[config.mk]
export PLATFORM = sky130hd
export DESIGN_NAME = jtag_altin_tap
export DESIGN_NICKNAME = d
export VERILOG_FILES = /design/src/rtl/jtag_alt_pkg.sv /design/src/rtl/tap_seq.sv /design/src/rtl/tap_regs.sv /design/src/rtl/alt_select.sv /design/src/rtl/jtag_altin_tap.sv
export SDC_FILE = /design/constraint.sdc
export NUM_CORES = 1
export LEC_CHECK = 0
export BUFFER_PORTS_ARGS = -buffer_cell sky130_fd_sc_hd__buf_2
export CAP_MARGIN = 5
export CORE_UTILIZATION = 57
export DETAILED_ROUTE_END_ITERATION = 12
export PLACE_DENSITY = 0.74
export SLEW_MARGIN = 40
export SYNTH_ARGS = -nofsm -noshare
export SYNTH_HDL_FRONTEND = slang
export SYNTH_HIERARCHICAL = 1
export SYNTH_SLANG_ARGS = --single-unit
[constraint.sdc]
create_clock -name tck -period 2 [get_ports tck]
set_input_delay 0.1 -clock tck [delete_from_list [all_inputs] [get_ports tck]]
set_output_delay 0.1 -clock tck [all_outputs]
set_load 0.03 [all_outputs]
[src/rtl/jtag_alt_pkg.sv]
// Shared types for the switchable-input test access port.
// Assumes: the state encoding is private to this block; nothing outside decodes it.
package jtag_alt_pkg;
    typedef enum logic [3:0] {
        ST_RESET  = 4'hF,
        ST_IDLE   = 4'hC,
        ST_SEL_DR = 4'h7,
        ST_CAP_DR = 4'h6,
        ST_SH_DR  = 4'h2,
        ST_X1_DR  = 4'h1,
        ST_PS_DR  = 4'h3,
        ST_X2_DR  = 4'h0,
        ST_UP_DR  = 4'h5,
        ST_SEL_IR = 4'h4,
        ST_CAP_IR = 4'hE,
        ST_SH_IR  = 4'hA,
        ST_X1_IR  = 4'h9,
        ST_PS_IR  = 4'hB,
        ST_X2_IR  = 4'h8,
        ST_UP_IR  = 4'hD
    } tap_state_e;
endpackage

[src/rtl/tap_seq.sv]
// Sixteen-state sequencer of the test access port.
// Advances on each rising tck edge from the sampled tms level.
// Assumes: rst_n is the synchronous, active-low test reset.
module tap_seq
    import jtag_alt_pkg::*;
(
    input  logic       tck,
    input  logic       rst_n,
    input  logic       tms,
    output tap_state_e state
);
    tap_state_e nxt;

    // Next-state decode of the standard TAP graph.
    always_comb begin
        unique case (state)
            ST_RESET:  nxt = tms ? ST_RESET  : ST_IDLE;
            ST_IDLE:   nxt = tms ? ST_SEL_DR : ST_IDLE;
            ST_SEL_DR: nxt = tms ? ST_SEL_IR : ST_CAP_DR;
            ST_CAP_DR: nxt = tms ? ST_X1_DR  : ST_SH_DR;
            ST_SH_DR:  nxt = tms ? ST_X1_DR  : ST_SH_DR;
            ST_X1_DR:  nxt = tms ? ST_UP_DR  : ST_PS_DR;
            ST_PS_DR:  nxt = tms ? ST_X2_DR  : ST_PS_DR;
            ST_X2_DR:  nxt = tms ? ST_UP_DR  : ST_SH_DR;
            ST_UP_DR:  nxt = tms ? ST_SEL_DR : ST_IDLE;
            ST_SEL_IR: nxt = tms ? ST_RESET  : ST_CAP_IR;
            ST_CAP_IR: nxt = tms ? ST_X1_IR  : ST_SH_IR;
            ST_SH_IR:  nxt = tms ? ST_X1_IR  : ST_SH_IR;
            ST_X1_IR:  nxt = tms ? ST_UP_IR  : ST_PS_IR;
            ST_PS_IR:  nxt = tms ? ST_X2_IR  : ST_PS_IR;
            ST_X2_IR:  nxt = tms ? ST_UP_IR  : ST_SH_IR;
            ST_UP_IR:  nxt = tms ? ST_SEL_DR : ST_IDLE;
            default:   nxt = ST_RESET;
        endcase
    end

    // State register with synchronous test reset.
    always_ff @(posedge tck) begin
        if (!rst_n) state <= ST_RESET;
        else        state <= nxt;
    end

    // holding tms high keeps the sequencer in Test-Logic-Reset.
    a_r2_reset_hold: assert property (@(posedge tck) disable iff (!rst_n)
        (state == ST_RESET && tms) |=> (state == ST_RESET));

    // a low tms in Run-Test/Idle stays in Run-Test/Idle.
    a_r2_idle_hold: assert property (@(posedge tck) disable iff (!rst_n)
        (state == ST_IDLE && !tms) |=> (state == ST_IDLE));
endmodule

[src/rtl/tap_regs.sv]
// Instruction, identification and bypass registers, plus the tdo driver.
// Shift paths sample din on rising tck. tdo and tdo_oe update on falling tck.
// Assumes: din is already the selected serial input, stable across each bit.
module tap_regs
    import jtag_alt_pkg::*;
#(
    parameter int          IR_W     = 8,
    parameter int          ID_W     = 32,
    parameter logic [ID_W-1:0] ID_VALUE = 32'h1C3A_5E07
) (
    input  logic            tck,
    input  logic            rst_n,
    input  tap_state_e      state,
    input  logic            din,
    output logic [IR_W-1:0] ir_shift,
    output logic            tdo,
    output logic            tdo_oe
);
    localparam logic [IR_W-1:0] OP_ID    = IR_W'(1);
    localparam logic [IR_W-1:0] CAP_PAT  = IR_W'(1);

    logic [IR_W-1:0] ir_q;
    logic [ID_W-1:0] id_shift;
    logic            byp;
    logic            sel_id;

    assign sel_id = (ir_q == OP_ID);

    // Instruction shift stage: capture the fixed pattern, then shift from din.
    always_ff @(posedge tck) begin
        if (!rst_n)                 ir_shift <= CAP_PAT;
        else if (state == ST_CAP_IR) ir_shift <= CAP_PAT;
        else if (state == ST_SH_IR)  ir_shift <= {din, ir_shift[IR_W-1:1]};
    end

    // Active instruction: preset to the identification opcode, loaded at Update-IR.
    always_ff @(posedge tck) begin
        if (!rst_n || state == ST_RESET) ir_q <= OP_ID;
        else if (state == ST_UP_IR)      ir_q <= ir_shift;
    end

    // Identification register: capture the constant, shift toward tdo.
    always_ff @(posedge tck) begin
        if (!rst_n)                              id_shift <= ID_VALUE;
        else if (state == ST_CAP_DR && sel_id)   id_shift <= ID_VALUE;
        else if (state == ST_SH_DR && sel_id)    id_shift <= {din, id_shift[ID_W-1:1]};
    end

    // Bypass bit: capture zero, pass din through with one period of delay.
    always_ff @(posedge tck) begin
        if (!rst_n)                             byp <= 1'b0;
        else if (state == ST_CAP_DR)            byp <= 1'b0;
        else if (state == ST_SH_DR && !sel_id)  byp <= din;
    end

    // Output driver on the falling edge: pick the shifting register's low bit.
    always_ff @(negedge tck) begin
        if (!rst_n) begin
            tdo    <= 1'b0;
            tdo_oe <= 1'b0;
        end else begin
            tdo_oe <= (state == ST_SH_IR) || (state == ST_SH_DR);
            if (state == ST_SH_IR)      tdo <= ir_shift[0];
            else if (state == ST_SH_DR) tdo <= sel_id ? id_shift[0] : byp;
        end
    end

    // Test-Logic-Reset leaves the identification opcode active.
    a_r3_reset_loads_id: assert property (@(posedge tck) disable iff (!rst_n)
        (state == ST_RESET) |=> (ir_q == OP_ID));

    // Capture-DR under the identification opcode loads the constant.
    a_r4_id_capture: assert property (@(posedge tck) disable iff (!rst_n)
        (state == ST_CAP_DR && sel_id) |=> (id_shift == ID_VALUE));

    // the bypass bit holds the previous serial input bit.
    a_r5_bypass_delay: assert property (@(posedge tck) disable iff (!rst_n)
        (state == ST_SH_DR && !sel_id) |=> (byp == $past(din)));

    // the output is enabled only in a shift state.
    a_r6_oe_in_shift: assert property (@(posedge tck) disable iff (!rst_n)
        tdo_oe |-> (state == ST_SH_IR || state == ST_SH_DR));
endmodule

[src/rtl/alt_select.sv]
// Chooses the active serial input. The select pin low forces the alternate input.
// A run of RUN_LEN identification issues with the pin high sets a sticky override.
// Test-Logic-Reset clears both the run and the override.
// Assumes: ir_shift is the value that is latched into the instruction register at Update-IR.
module alt_select
    import jtag_alt_pkg::*;
#(
    parameter int IR_W    = 8,
    parameter int RUN_LEN = 4
) (
    input  logic            tck,
    input  logic            rst_n,
    input  tap_state_e      state,
    input  logic [IR_W-1:0] ir_shift,
    input  logic            std_sel,
    output logic            alt_active
);
    localparam int              CW    = $clog2(RUN_LEN + 1);
    localparam logic [IR_W-1:0] OP_ID = IR_W'(1);
    localparam logic [CW-1:0]   RUN_TOP  = CW'(RUN_LEN);
    localparam logic [CW-1:0]   RUN_LAST = CW'(RUN_LEN - 1);

    logic [CW-1:0] run;
    logic          cmd;

    // Run counter and sticky override, both cleared in Test-Logic-Reset.
    always_ff @(posedge tck) begin
        if (!rst_n || state == ST_RESET) begin
            run <= '0;
            cmd <= 1'b0;
        end else if (state == ST_UP_IR) begin
            if (ir_shift == OP_ID) begin
                if (run != RUN_TOP) run <= run + 1'b1;
                if (run >= RUN_LAST && std_sel) cmd <= 1'b1;
            end else begin
                run <= '0;
            end
        end
    end

    // Registered input choice, so the multiplexer only moves on a tck edge.
    always_ff @(posedge tck) begin
        if (!rst_n) alt_active <= 1'b0;
        else        alt_active <= !std_sel || cmd;
    end

    // a completing run with the pin high sets the override.
    a_r9_run_sets_override: assert property (@(posedge tck) disable iff (!rst_n)
        (state == ST_UP_IR && ir_shift == OP_ID && run >= RUN_LAST && std_sel) |=> cmd);

    // any other opcode at Update-IR clears the run.
    a_r10_other_clears: assert property (@(posedge tck) disable iff (!rst_n)
        (state == ST_UP_IR && ir_shift != OP_ID) |=> (run == '0));

    // the run never passes its saturation value.
    a_r10_saturates: assert property (@(posedge tck) disable iff (!rst_n)
        run <= RUN_TOP);

    // the override holds until Test-Logic-Reset.
    a_r11_override_holds: assert property (@(posedge tck) disable iff (!rst_n)
        (cmd && state != ST_RESET) |=> cmd);

    // a low select pin makes the alternate input active at the next edge.
    a_r8_pin_low: assert property (@(posedge tck) disable iff (!rst_n)
        !std_sel |=> alt_active);
endmodule

[src/rtl/jtag_altin_tap.sv]
// Top level: a test access port whose serial input comes from tdi or tdi_alt.
// Assumes: trst_n is sampled on rising tck, std_sel is pulled high on the board,
// and this device is the last one in the chain.
module jtag_altin_tap
    import jtag_alt_pkg::*;
#(
    parameter int              IR_W     = 8,
    parameter int              ID_W     = 32,
    parameter int              RUN_LEN  = 4,
    parameter logic [ID_W-1:0] ID_VALUE = 32'h1C3A_5E07
) (
    input  logic tck,
    input  logic trst_n,
    input  logic tms,
    input  logic tdi,
    input  logic tdi_alt,
    input  logic std_sel,
    output logic tdo,
    output logic tdo_oe,
    output logic alt_active
);
    tap_state_e      state;
    logic [IR_W-1:0] ir_shift;
    logic            din;

    // Serial input multiplexer, steered by the registered status flag.
    assign din = alt_active ? tdi_alt : tdi;

    tap_seq u_seq (
        .tck   (tck),
        .rst_n (trst_n),
        .tms   (tms),
        .state (state)
    );

    tap_regs #(
        .IR_W     (IR_W),
        .ID_W     (ID_W),
        .ID_VALUE (ID_VALUE)
    ) u_regs (
        .tck      (tck),
        .rst_n    (trst_n),
        .state    (state),
        .din      (din),
        .ir_shift (ir_shift),
        .tdo      (tdo),
        .tdo_oe   (tdo_oe)
    );

    alt_select #(
        .IR_W    (IR_W),
        .RUN_LEN (RUN_LEN)
    ) u_sel (
        .tck        (tck),
        .rst_n      (trst_n),
        .state      (state),
        .ir_shift   (ir_shift),
        .std_sel    (std_sel),
        .alt_active (alt_active)
    );
endmodule

==> flow_metrics.py, run 1 <==
metrics = {
    "sta": {
        "finalMaxSlewViolations": 0,
        "max-slew-margin-rel_pct": 57.36,
        "fin_hold_ws_ns": 0.1043,
        "hold_viol": 0,
        "finalSetupTns_ns": -0.2161,
        "setup_ws_ns": -0.2161,
        "tightest_slew_ns": 0.6359,
        "rsz0062_at_grt": "true",
        "setup_viol": 1,
        "skew_ns": 0.04157,
    },
    "min_path": {
        "hold_end": "u_seq/state[1]",
        "hp-start": "tms",
        "hold_class": "input port to flip-flop",
        "hold_depth": 3,
    },
    "route": {
        "drt_wl_total_um": 4761,
        "ant_nets": 0,
        "drt_pass1_iterations": 4,
        "wl_met1_um": 2285,
        "vias_per_cell": 5.310,
        "met3_length_um": 120,
        "wl_per_cell_um": 12.73,
        "met2_length_um": 2253,
        "top_layer": "met4",
        "drt_iter0_markers": 140,
        "drc": 0,
        "num_vias": 1986,
    },
    "layout": {
        "nets": 326,
        "final_common_cell": "nand2_1",
        "finalNonFillerCells": 374,
        "post-route-util_pct": 68.63,
        "diodes": 0,
        "regArea_sq_mm": 0.001207,
        "area_growth_syn_to_layout_pct": 15.76,
        "final_cell_mix": "nand2_1 (91), dfxtp_1 (57), a21oi_1 (23)",
        "drive_gt1_share_pct": 19.57,
        "multi_input_area_sq_mm": 0.001220,
        "n_fill_cell": 368,
    },
    "critical_path": {
        "timing.rr.end": "u_regs/tdo",
        "reg2reg_slack_ns": -0.22,
        "crit_type": "flip-flop to flip-flop",
        "cp_data_required_time_ns": 1.24,
        "worstSetupEndpointType": "flip-flop",
        "r2r-start": "u_regs/ir_q[6]",
        "worst_ep_arrival_time_ns": 1.46,
        "worstSetupStartpointType": "flip-flop",
        "r2r_cells": 4,
        "crit_fanout": 3,
    },
    "place": {
        "dp_cells": 355,
        "io_buffers": 8,
        "dp_hpwl_um": 2960,
        "place_congestion": 0.7691,
        "place_ws_ns": -0.2109,
    },
    "yosys": {
        "synth_warnings": 6,
        "synth-seq-cells": 60,
        "syn-cell-area_sq_mm": 0.002564,
        "synthCells": 296,
        "synth_ff_type": "dfxtp_1",
        "ys_types": 41,
        "ys_seq_area_share_pct": 46.85,
        "synth_edf_count": 0,
        "synth_fp_nets": 305,
        "async_flop_share_pct": 0,
        "avgSynthCellArea_sq_um": 8.661,
    },
    "outcome": {
        "outcome": "finished with violations",
        "violations": "negative setup slack",
    },
    "cts": {
        "cts_inserted_buffers": 9,
        "clockBufferDepth": 2,
        "cts_root_buf": "clkbuf_8",
        "htree_levels": 3,
        "cts_tree": "done",
        "clk_latency_ns": 0.37,
        "clock-sinks": 60,
        "path_clk_slew_ns": 0.07,
    },
    "global_routing": {
        "grt_usage_pct": 21.93,
        "antenna_found_initial": 0,
        "grt_pass1_vias": 1891,
        "grt_first_pass_wirelength_um": 8362,
        "grt_max_degree": 33,
        "grt.overflow.total": 0,
    },
    "power": {
        "netSwitchingFraction_pct": 22.52,
        "power.leakage_nw": 1.140,
        "seqPwrFrac_pct": 42.3,
        "share_comb_of_total_power_pct": 7.7,
        "power_frac_clock_pct": 50.0,
        "irDropWorstVdd_uv": 852.3,
        "power_density_mw_per_mm2": 982.0,
        "switchingPower_uw": 656.5,
        "p_int_mw": 2.258,
    },
    "floorplanning": {
        "die_y_um": 69.07,
        "dieArea_sq_mm": 0.004770,
        "coreArea_sq_mm": 0.004324,
        "die_x_um": 69.07,
        "rows": 24,
        "ios": 9,
        "initial_core_util_pct": 59.29,
    },
    "run": {
        "cap_violations": 0,
    },
}
==> state kept, by name (all words and copies together), names as in the netlist <==
signal            cells
u_regs/ir_shift       8
u_regs/id_shift      32
u_regs/ir_q           8
u_sel/alt_active      1
u_sel/cmd             1
u_regs/tdo            1
u_regs/byp            1
u_regs/tdo_oe         1
u_sel/run             3
u_seq/state           4
==> Yosys cell counts, drive strengths merged (2+ instances only) <==
master   n  area (sq um)
a21boi   3         22.52
a21oi   33         202.7
a31oi    5         31.28
and2     2         12.51
and4     2         17.52
buf     12         112.6
clkbuf   3         11.26
dfxtp   60          1201
ha       3         37.54
inv      8         30.03
mux2i    2         20.02
nand2   91         341.6
nand3   18         102.6
nand4    4         25.02
nand4b   2         17.52
nor2     6         22.52
nor2b    8         52.55
nor3     3         15.01
nor3b   11         93.84
nor4     2         27.53
o21ai    8         40.04
==> what timing repair did <==
action / in CTS / in global routing
endpoints found under the setup margin: 1 / 2
endpoints found under the hold margin: 1 / 0
resized for setup: 1 / 3
setup buffers: 1 / 0
hold buffers: 1 / 0
pin swaps: 3 / 2
==> how the worst max path moves through the flow <==
stage	slack [ns]	from	cells after the start	end
CTS	-0.22	u_regs/ir_q[3]	4	u_regs/tdo
global route	-0.26	u_regs/ir_q[6]	4	u_regs/tdo
global placement	-0.18	u_regs/ir_q[6]	4	u_regs/tdo
detailed placement	-0.21	u_regs/ir_q[6]	4	u_regs/tdo
finish	-0.22	u_regs/ir_q[6]	4	u_regs/tdo
floorplan	-0.21	u_seq/state[1]	5	u_regs/tdo
==> cell families after synthesis <==
family	share of synthesized area [%]
and+or+nand+nor	30.55
DFF	46.85
AOI/OAI and AO/OA	13.76
buffers and inverters	6.002
muxes	1.366
adders and majority gates	1.464
==> through the flow <==
stage | total power [mW] | area (sq um)
final | 2.914 | 2968
after global placement | 1.485 | 2674
after detailed placement | 1.488 | 2678
after global routing | 3.019 | 2968
after floorplan | 1.438 | 2575
after CTS | 2.937 | 2964
==> power groups by stage <==
stage / registers [mW] / clock network (mW) / logic [mW]
2_1_floorplan: 1.28 / 0.00940 / 0.154
3_3_place_gp: 1.26 / 0.00940 / 0.219
3_5_place_dp: 1.26 / 0.00940 / 0.221
4_1_cts: 1.23 / 1.48 / 0.223
5_1_grt: 1.23 / 1.54 / 0.248
6_report: 1.23 / 1.46 / 0.225
==> layer usage <==
layer,global-route usage (%),vias to the layer above
li1,-,1046
met1,28.18,898
met2,34.74,31
met3,4.825,11
met4,10.88,0
met5,0,-
==> worst max-delay path: stages, from the launching register on <==
cell and delay [ns]:
dfxtp_2 0.34, nor4_4 0.33, and2_4 0.21, nor3b_2 0.15, o32ai_1 0.11
==> layout make-up <==
| class | instances | area share (%) |
|---|---|---|
| clock buffer | 10 | 4.300 |
| clock inverter | 8 | 4.848 |
| inverter | 7 | 0.8853 |
| multi-input combinational | 213 | 41.10 |
| sequential | 60 | 40.68 |
| tap | 52 | 2.192 |
| timing repair buffer | 24 | 5.986 |
(Power assumes the default switching activity.)
==> inputs of run 2 (changes only) <==
--- a/config.mk
+++ b/config.mk
@@ -9,5 +9,6 @@
 export CAP_MARGIN = 5
-export CORE_UTILIZATION = 57
+export CORE_UTILIZATION = 55
+export CTS_BUF_LIST = sky130_fd_sc_hd__clkbuf_4 sky130_fd_sc_hd__clkbuf_8 sky130_fd_sc_hd__clkbuf_16
 export DETAILED_ROUTE_END_ITERATION = 12
-export PLACE_DENSITY = 0.74
+export PLACE_DENSITY = 0.72
 export SLEW_MARGIN = 40
==> constraint.sdc (replaced) <==
create_clock -name tck -period 2 [get_ports tck]
set_input_delay 0.2 -clock tck [delete_from_list [all_inputs] [get_ports tck]]
set_output_delay 0.2 -clock tck [all_outputs]
set_load 0.03 [all_outputs]
==> run 2 against run 1 <==
Compared with the run above: largest power group is now registers; the run still ends with negative setup slack left; highest routed layer unchanged; die area rose by 3.5%; critical endpoint unchanged; wire length grew 1.1%; clock-buffer cell count did not move; cell area down 0.25%; clock power down 18%; total power decreased by 8.7%; sequential cell count did not move.
==> flow_metrics.py, run 2 (synthesis results as in run 1) <==
metrics = {
    "route": {
        "drt_wl_total_um": 4811,
        "ant_nets": 0,
        "num_vias": 2058,
        "drc": 0,
        "wl_per_cell_um": 12.83,
        "drt_pass1_iterations": 4,
        "drt_iter0_markers": 141,
        "vias_per_cell": 5.488,
    },
    "min_path": {
        "hold_class": "input port to flip-flop",
        "hold_end": "u_sel/alt_active",
        "hold_depth": 2,
        "hp-start": "std_sel",
    },
    "layout": {
        "final_cell_mix": "nand2_1 (91), dfxtp_1 (55), a21oi_1 (23)",
        "diodes": 0,
        "area_growth_syn_to_layout_pct": 15.47,
        "nets": 327,
        "largest_reg_flops": 32,
        "regArea_sq_mm": 0.001210,
        "finalNonFillerCells": 375,
        "multi_input_area_sq_mm": 0.001239,
        "regMostFlops": "u_regs/id_shift",
        "top_regs": "u_regs/id_shift x32, u_regs/ir_q x8, u_regs/ir_shift x8",
        "final_cell_area_sq_mm": 0.002960,
        "final_common_cell": "nand2_1",
        "drive_gt1_share_pct": 21.67,
        "n_fill_cell": 334,
    },
    "sta": {
        "max-slew-margin-rel_pct": 54.64,
        "skew_ns": 0.05611,
        "fin_hold_ws_ns": 0.09523,
        "rsz0062_at_grt": "true",
        "finalSetupTns_ns": -0.3060,
        "finalMaxSlewViolations": 0,
        "setup_viol": 3,
        "setup_ws_ns": -0.2112,
        "tightest_slew_ns": 0.6764,
        "hold_viol": 0,
    },
    "floorplanning": {
        "ios": 9,
        "dieArea_sq_mm": 0.004939,
        "initial_core_util_pct": 58.08,
        "die_y_um": 70.28,
        "rows": 24,
        "die_x_um": 70.28,
        "coreArea_sq_mm": 0.004414,
    },
    "cts": {
        "clk_latency_ns": 0.37,
        "cts_root_buf": "clkbuf_8",
        "cts_tree": "done",
        "cts_inserted_buffers": 9,
        "ctsHoldBuffers": 0,
        "clock-sinks": 60,
        "path_clk_slew_ns": 0.07,
        "htree_levels": 3,
        "clockBufferDepth": 2,
    },
    "global_routing": {
        "grt_usage_pct": 20.30,
        "grt_max_degree": 33,
        "grt.overflow.total": 0,
        "antenna_found_initial": 0,
        "grt_first_pass_wirelength_um": 8066,
        "grt_pass1_vias": 1857,
    },
    "power": {
        "irDropWorstVdd_uv": 1004,
        "power_density_mw_per_mm2": 899.3,
        "power.leakage_nw": 1.128,
    },
    "place": {
        "dp_hpwl_um": 2942,
        "post_dp_cell_area_sq_mm": 0.002685,
        "dp_cells": 356,
        "place_congestion": 0.7877,
        "io_buffers": 8,
    },
    "critical_path": {
        "cp_data_required_time_ns": 1.24,
        "worst_ep_arrival_time_ns": 1.45,
        "crit_type": "flip-flop to flip-flop",
        "r2r-start": "u_regs/ir_q[6]",
        "r2r_cells": 4,
        "crit_start": "u_regs/ir_q[6]",
        "reg2reg_slack_ns": -0.21,
        "timing.rr.end": "u_regs/tdo",
        "crit_fanout": 3,
        "worstSetupEndpointType": "flip-flop",
        "worstSetupStartpointType": "flip-flop",
    },
    "outcome": {
        "outcome": "finished with violations",
        "violations": "negative setup slack",
    },
    "run": {
        "cap_violations": 0,
    },
}
-- run 2: changes by cell type in the layout (fill, tap and decap cells not counted), sizes merged --
cell | previous run | this run
buf | 23 | 25
bufinv | 4 | 2
clkinvlp | 1 | 3
dlygate4sd3 | 1 | 0
-- run 2: worst max path at each step --
stage            endpoint  slack, ns  cells after the start
4_1_cts        u_regs/tdo      -0.16                      4
6_report       u_regs/tdo      -0.21                      4
5_1_grt        u_regs/tdo      -0.24                      4
3_3_place_gp   u_regs/tdo      -0.20                      4
2_1_floorplan  u_regs/tdo      -0.21                      5
3_5_place_dp   u_regs/tdo      -0.21                      4
-- run 2: final cells by class --
| class | instances | share of cell area [%] |
|---|---|---|
| repair buffers | 25 | 6.509 |
| clock buffers | 10 | 4.438 |
| multi-input cells | 213 | 41.84 |
| well taps | 52 | 2.198 |
| flip-flops and latches | 60 | 40.87 |
| inverters | 7 | 0.8876 |
| clock inverters | 8 | 3.254 |
-- run 2: timing repair --
item | in CTS | in global routing
resized for setup | 6 | 5
gates cloned | 0 | 0
setup buffers | 1 | 1
endpoints found under the setup margin | 3 | 3
pin swaps | 3 | 4
-- run 2: through the flow --
stage	total power [mW]	util, %	setup WS (ns)
final	2.662	67.06	-0.2112
after global routing	2.756	67.06	-0.2430
after CTS	2.685	66.41	-0.1646
after detailed placement	1.491	60.83	-0.2100
after floorplan	1.438	-	-0.2110
after global placement	1.486	60.74	-0.1979
-- run 2: report_power, final --
part | switching [mW] | total [mW] | internal [mW]
clock | 0.480 | 1.20 | 0.719
combinational | 0.148 | 0.230 | 0.0819
sequential | 0.0180 | 1.23 | 1.22
-- run 2: metal layers --
metal  part of all wire, %  vias to the layer above  wire [um]  track usage (%)
met5                     0                        -          0                0
met4                   1.0                        0         49            8.667
met3                   2.4                        7        117            3.896
met2                    45                       29       2162            29.84
met1                    52                      971       2482            28.95
li1                      -                     1051          -                -
-- run 2: worst max-delay path, stage by stage, from the launching register on --
cell and delay, ns:
dfxtp_2 0.33, nor4_4 0.30, and2_4 0.22, nor3b_4 0.19
o32ai_2 0.09
==> inputs of run 3 (changes only) <==
Settings changed: PLACE_DENSITY 0.72 to unset, PLACE_DENSITY_LB_ADDON set to 0.12.
==> run 3 against run 2 <==
Compared with the run above: the run still ends with negative setup slack left; cell area is 0.72% lower; critical path depth stayed put; non-clock buffer count stayed put; largest cell class unchanged; utilization is 0.48 points lower; first-iteration DRC count is 2.8% lower; hold slack worse by 0.040 ns; largest power group unchanged; critical path type unchanged.
==> flow_metrics.py, run 3 (synthesis results as in run 1) <==
metrics = {
    "global_routing": {
        "grt_usage_pct": 21.62,
        "grt_pass1_vias": 1860,
        "grt_max_degree": 33,
        "grt_first_pass_wirelength_um": 8314,
        "antenna_found_initial": 0,
        "grt.overflow.total": 0,
    },
    "layout": {
        "final_common_cell": "nand2_1",
        "drive_gt1_share_pct": 21.67,
        "regArea_sq_mm": 0.001210,
        "largest_reg_flops": 32,
        "final_cell_area_sq_mm": 0.002939,
        "n_fill_cell": 362,
        "final_cell_mix": "nand2_1 (91), dfxtp_1 (55), a21oi_1 (23)",
        "multi_input_area_sq_mm": 0.001239,
        "diodes": 0,
        "nets": 327,
        "regMostFlops": "u_regs/id_shift",
        "finalNonFillerCells": 375,
        "top_regs": "u_regs/id_shift x32, u_regs/ir_q x8, u_regs/ir_shift x8",
        "area_growth_syn_to_layout_pct": 14.64,
    },
    "critical_path": {
        "critPathTopFamily": "simple AND/OR/NAND/NOR gates",
        "max_stage_delay_ns": 0.34,
        "crit_buf_inv": 0,
        "crit_chain": "nor4b_4, and2_4, nor3b_4, o32ai_2",
        "crit_fanout": 3,
        "cpMaxStageDelayCell": "dfxtp_2",
        "crit_type": "flip-flop to flip-flop",
        "worstSetupEndpointType": "flip-flop",
        "cp_data_required_time_ns": 1.25,
        "worst_ep_arrival_time_ns": 1.45,
        "worstSetupStartpointType": "flip-flop",
    },
    "floorplanning": {
        "ios": 9,
        "coreArea_sq_mm": 0.004414,
        "die_x_um": 70.28,
        "rows": 24,
        "dieArea_sq_mm": 0.004939,
        "initial_core_util_pct": 58.08,
        "die_y_um": 70.28,
    },
    "power": {
        "power.leakage_nw": 1.126,
        "power_density_mw_per_mm2": 875.4,
        "irDropWorstVdd_uv": 629.2,
        "p_total_mw": 2.573,
    },
    "route": {
        "wl_per_cell_um": 13.33,
        "drc": 0,
        "num_vias": 2022,
        "drt_pass1_iterations": 4,
        "ant_nets": 0,
        "drt_wl_total_um": 4998,
        "vias_per_cell": 5.392,
        "drt_iter0_markers": 137,
    },
    "cts": {
        "ctsHoldBuffers": 0,
        "clockBufferDepth": 2,
        "cts_tree": "done",
        "cts_root_buf": "clkbuf_8",
        "htree_levels": 3,
        "clock-sinks": 60,
        "path_clk_slew_ns": 0.08,
        "clk_latency_ns": 0.40,
        "cts_inserted_buffers": 9,
    },
    "outcome": {
        "violations": "negative setup slack",
        "outcome": "finished with violations",
    },
    "place": {
        "place_congestion": 0.7928,
        "post_dp_cell_area_sq_mm": 0.002685,
        "io_buffers": 8,
        "dp_hpwl_um": 3175,
        "dp_cells": 356,
    },
    "sta": {
        "fin_hold_ws_ns": 0.05493,
        "rsz0062_at_grt": "true",
        "setup_viol": 3,
        "hold_viol": 0,
        "max-slew-margin-rel_pct": 54.88,
        "tightest_slew_ns": 0.6728,
        "skew_ns": 0.05845,
        "setup_ws_ns": -0.1954,
        "finalMaxSlewViolations": 0,
    },
    "run": {
        "cap_violations": 0,
    },
    "min_path": {
        "hold_class": "input port to flip-flop",
    },
}
## run 3: changes by cell type in the layout (fill, tap and decap cells not counted)
cell and delta:
bufinv_16 -1, clkbuf_4 -1, clkinv_2 +1, clkinv_4 +1
clkinvlp_2 -1, clkinvlp_4 -1, inv_4 +1, inv_6 +1
## run 3: final cells by class
| type | count | share of cell area (%) |
|---|---|---|
| tap | 52 | 2.214 |
| clock inverter | 9 | 2.810 |
| clock buffer | 9 | 4.215 |
| timing repair buffer | 25 | 6.556 |
| inverter | 7 | 0.8940 |
| sequential | 60 | 41.17 |
| multi-input combinational | 213 | 42.15 |
## run 3: per-stage QoR
| step | utilization, % | worst slack, ns | TNS, ns |
|---|---|---|---|
| CTS | 66.13 | -0.1622 | -0.3077 |
| detailed placement | 60.83 | -0.2266 | -0.2266 |
| global route | 66.58 | -0.2649 | -0.4384 |
| floorplan | - | -0.2110 | -0.2110 |
| global placement | 60.74 | -0.1740 | -0.1740 |
| finish | 66.58 | -0.1954 | -0.3310 |
## run 3: timing repair
item | 4_1_cts | 5_1_grt
pin swaps | 4 | 2
hold endpoints to repair | 0 | 0
gates resized for setup | 7 | 4
setup endpoints to repair | 3 | 3
setup buffers | 2 | 0
## run 3: routing by layer
metal	part of all wire [%]	up-vias	track usage, %
met3	3.6	5	7.792
met1	46	932	25.00
met2	50	33	36.08
met5	0	-	0
li1	-	1052	-
met4	1.0	0	8.667
## run 3: power breakdown
part	switching, mW	internal, mW	leakage [nW]
Sequential	0.0171	1.21	0.488
Combinational	0.144	0.0814	0.527
Clock	0.528	0.586	0.111
Total	0.690	1.88	1.13
## run 3: worst reg2reg max path: cells and delay by family (launching register included)
| kind | cells | cell delay, ns |
|---|---|---|
| AOI/OAI and AO/OA | 1 | 0.09 |
| DFF | 1 | 0.34 |
| and+or+nand+nor | 3 | 0.69 |
## run 3: path summary, 6_finish.rpt
path	start	end	slack, ns	cells past startpoint
worst min register to register	u_regs/id_shift[26]	u_regs/id_shift[25]	0.45	2
worst max-delay path	u_regs/ir_q[2]	u_regs/tdo	-0.20	4
worst min-delay path	std_sel	u_sel/alt_active	0.05	2
worst max register to register	u_regs/ir_q[2]	u_regs/tdo	-0.20	4
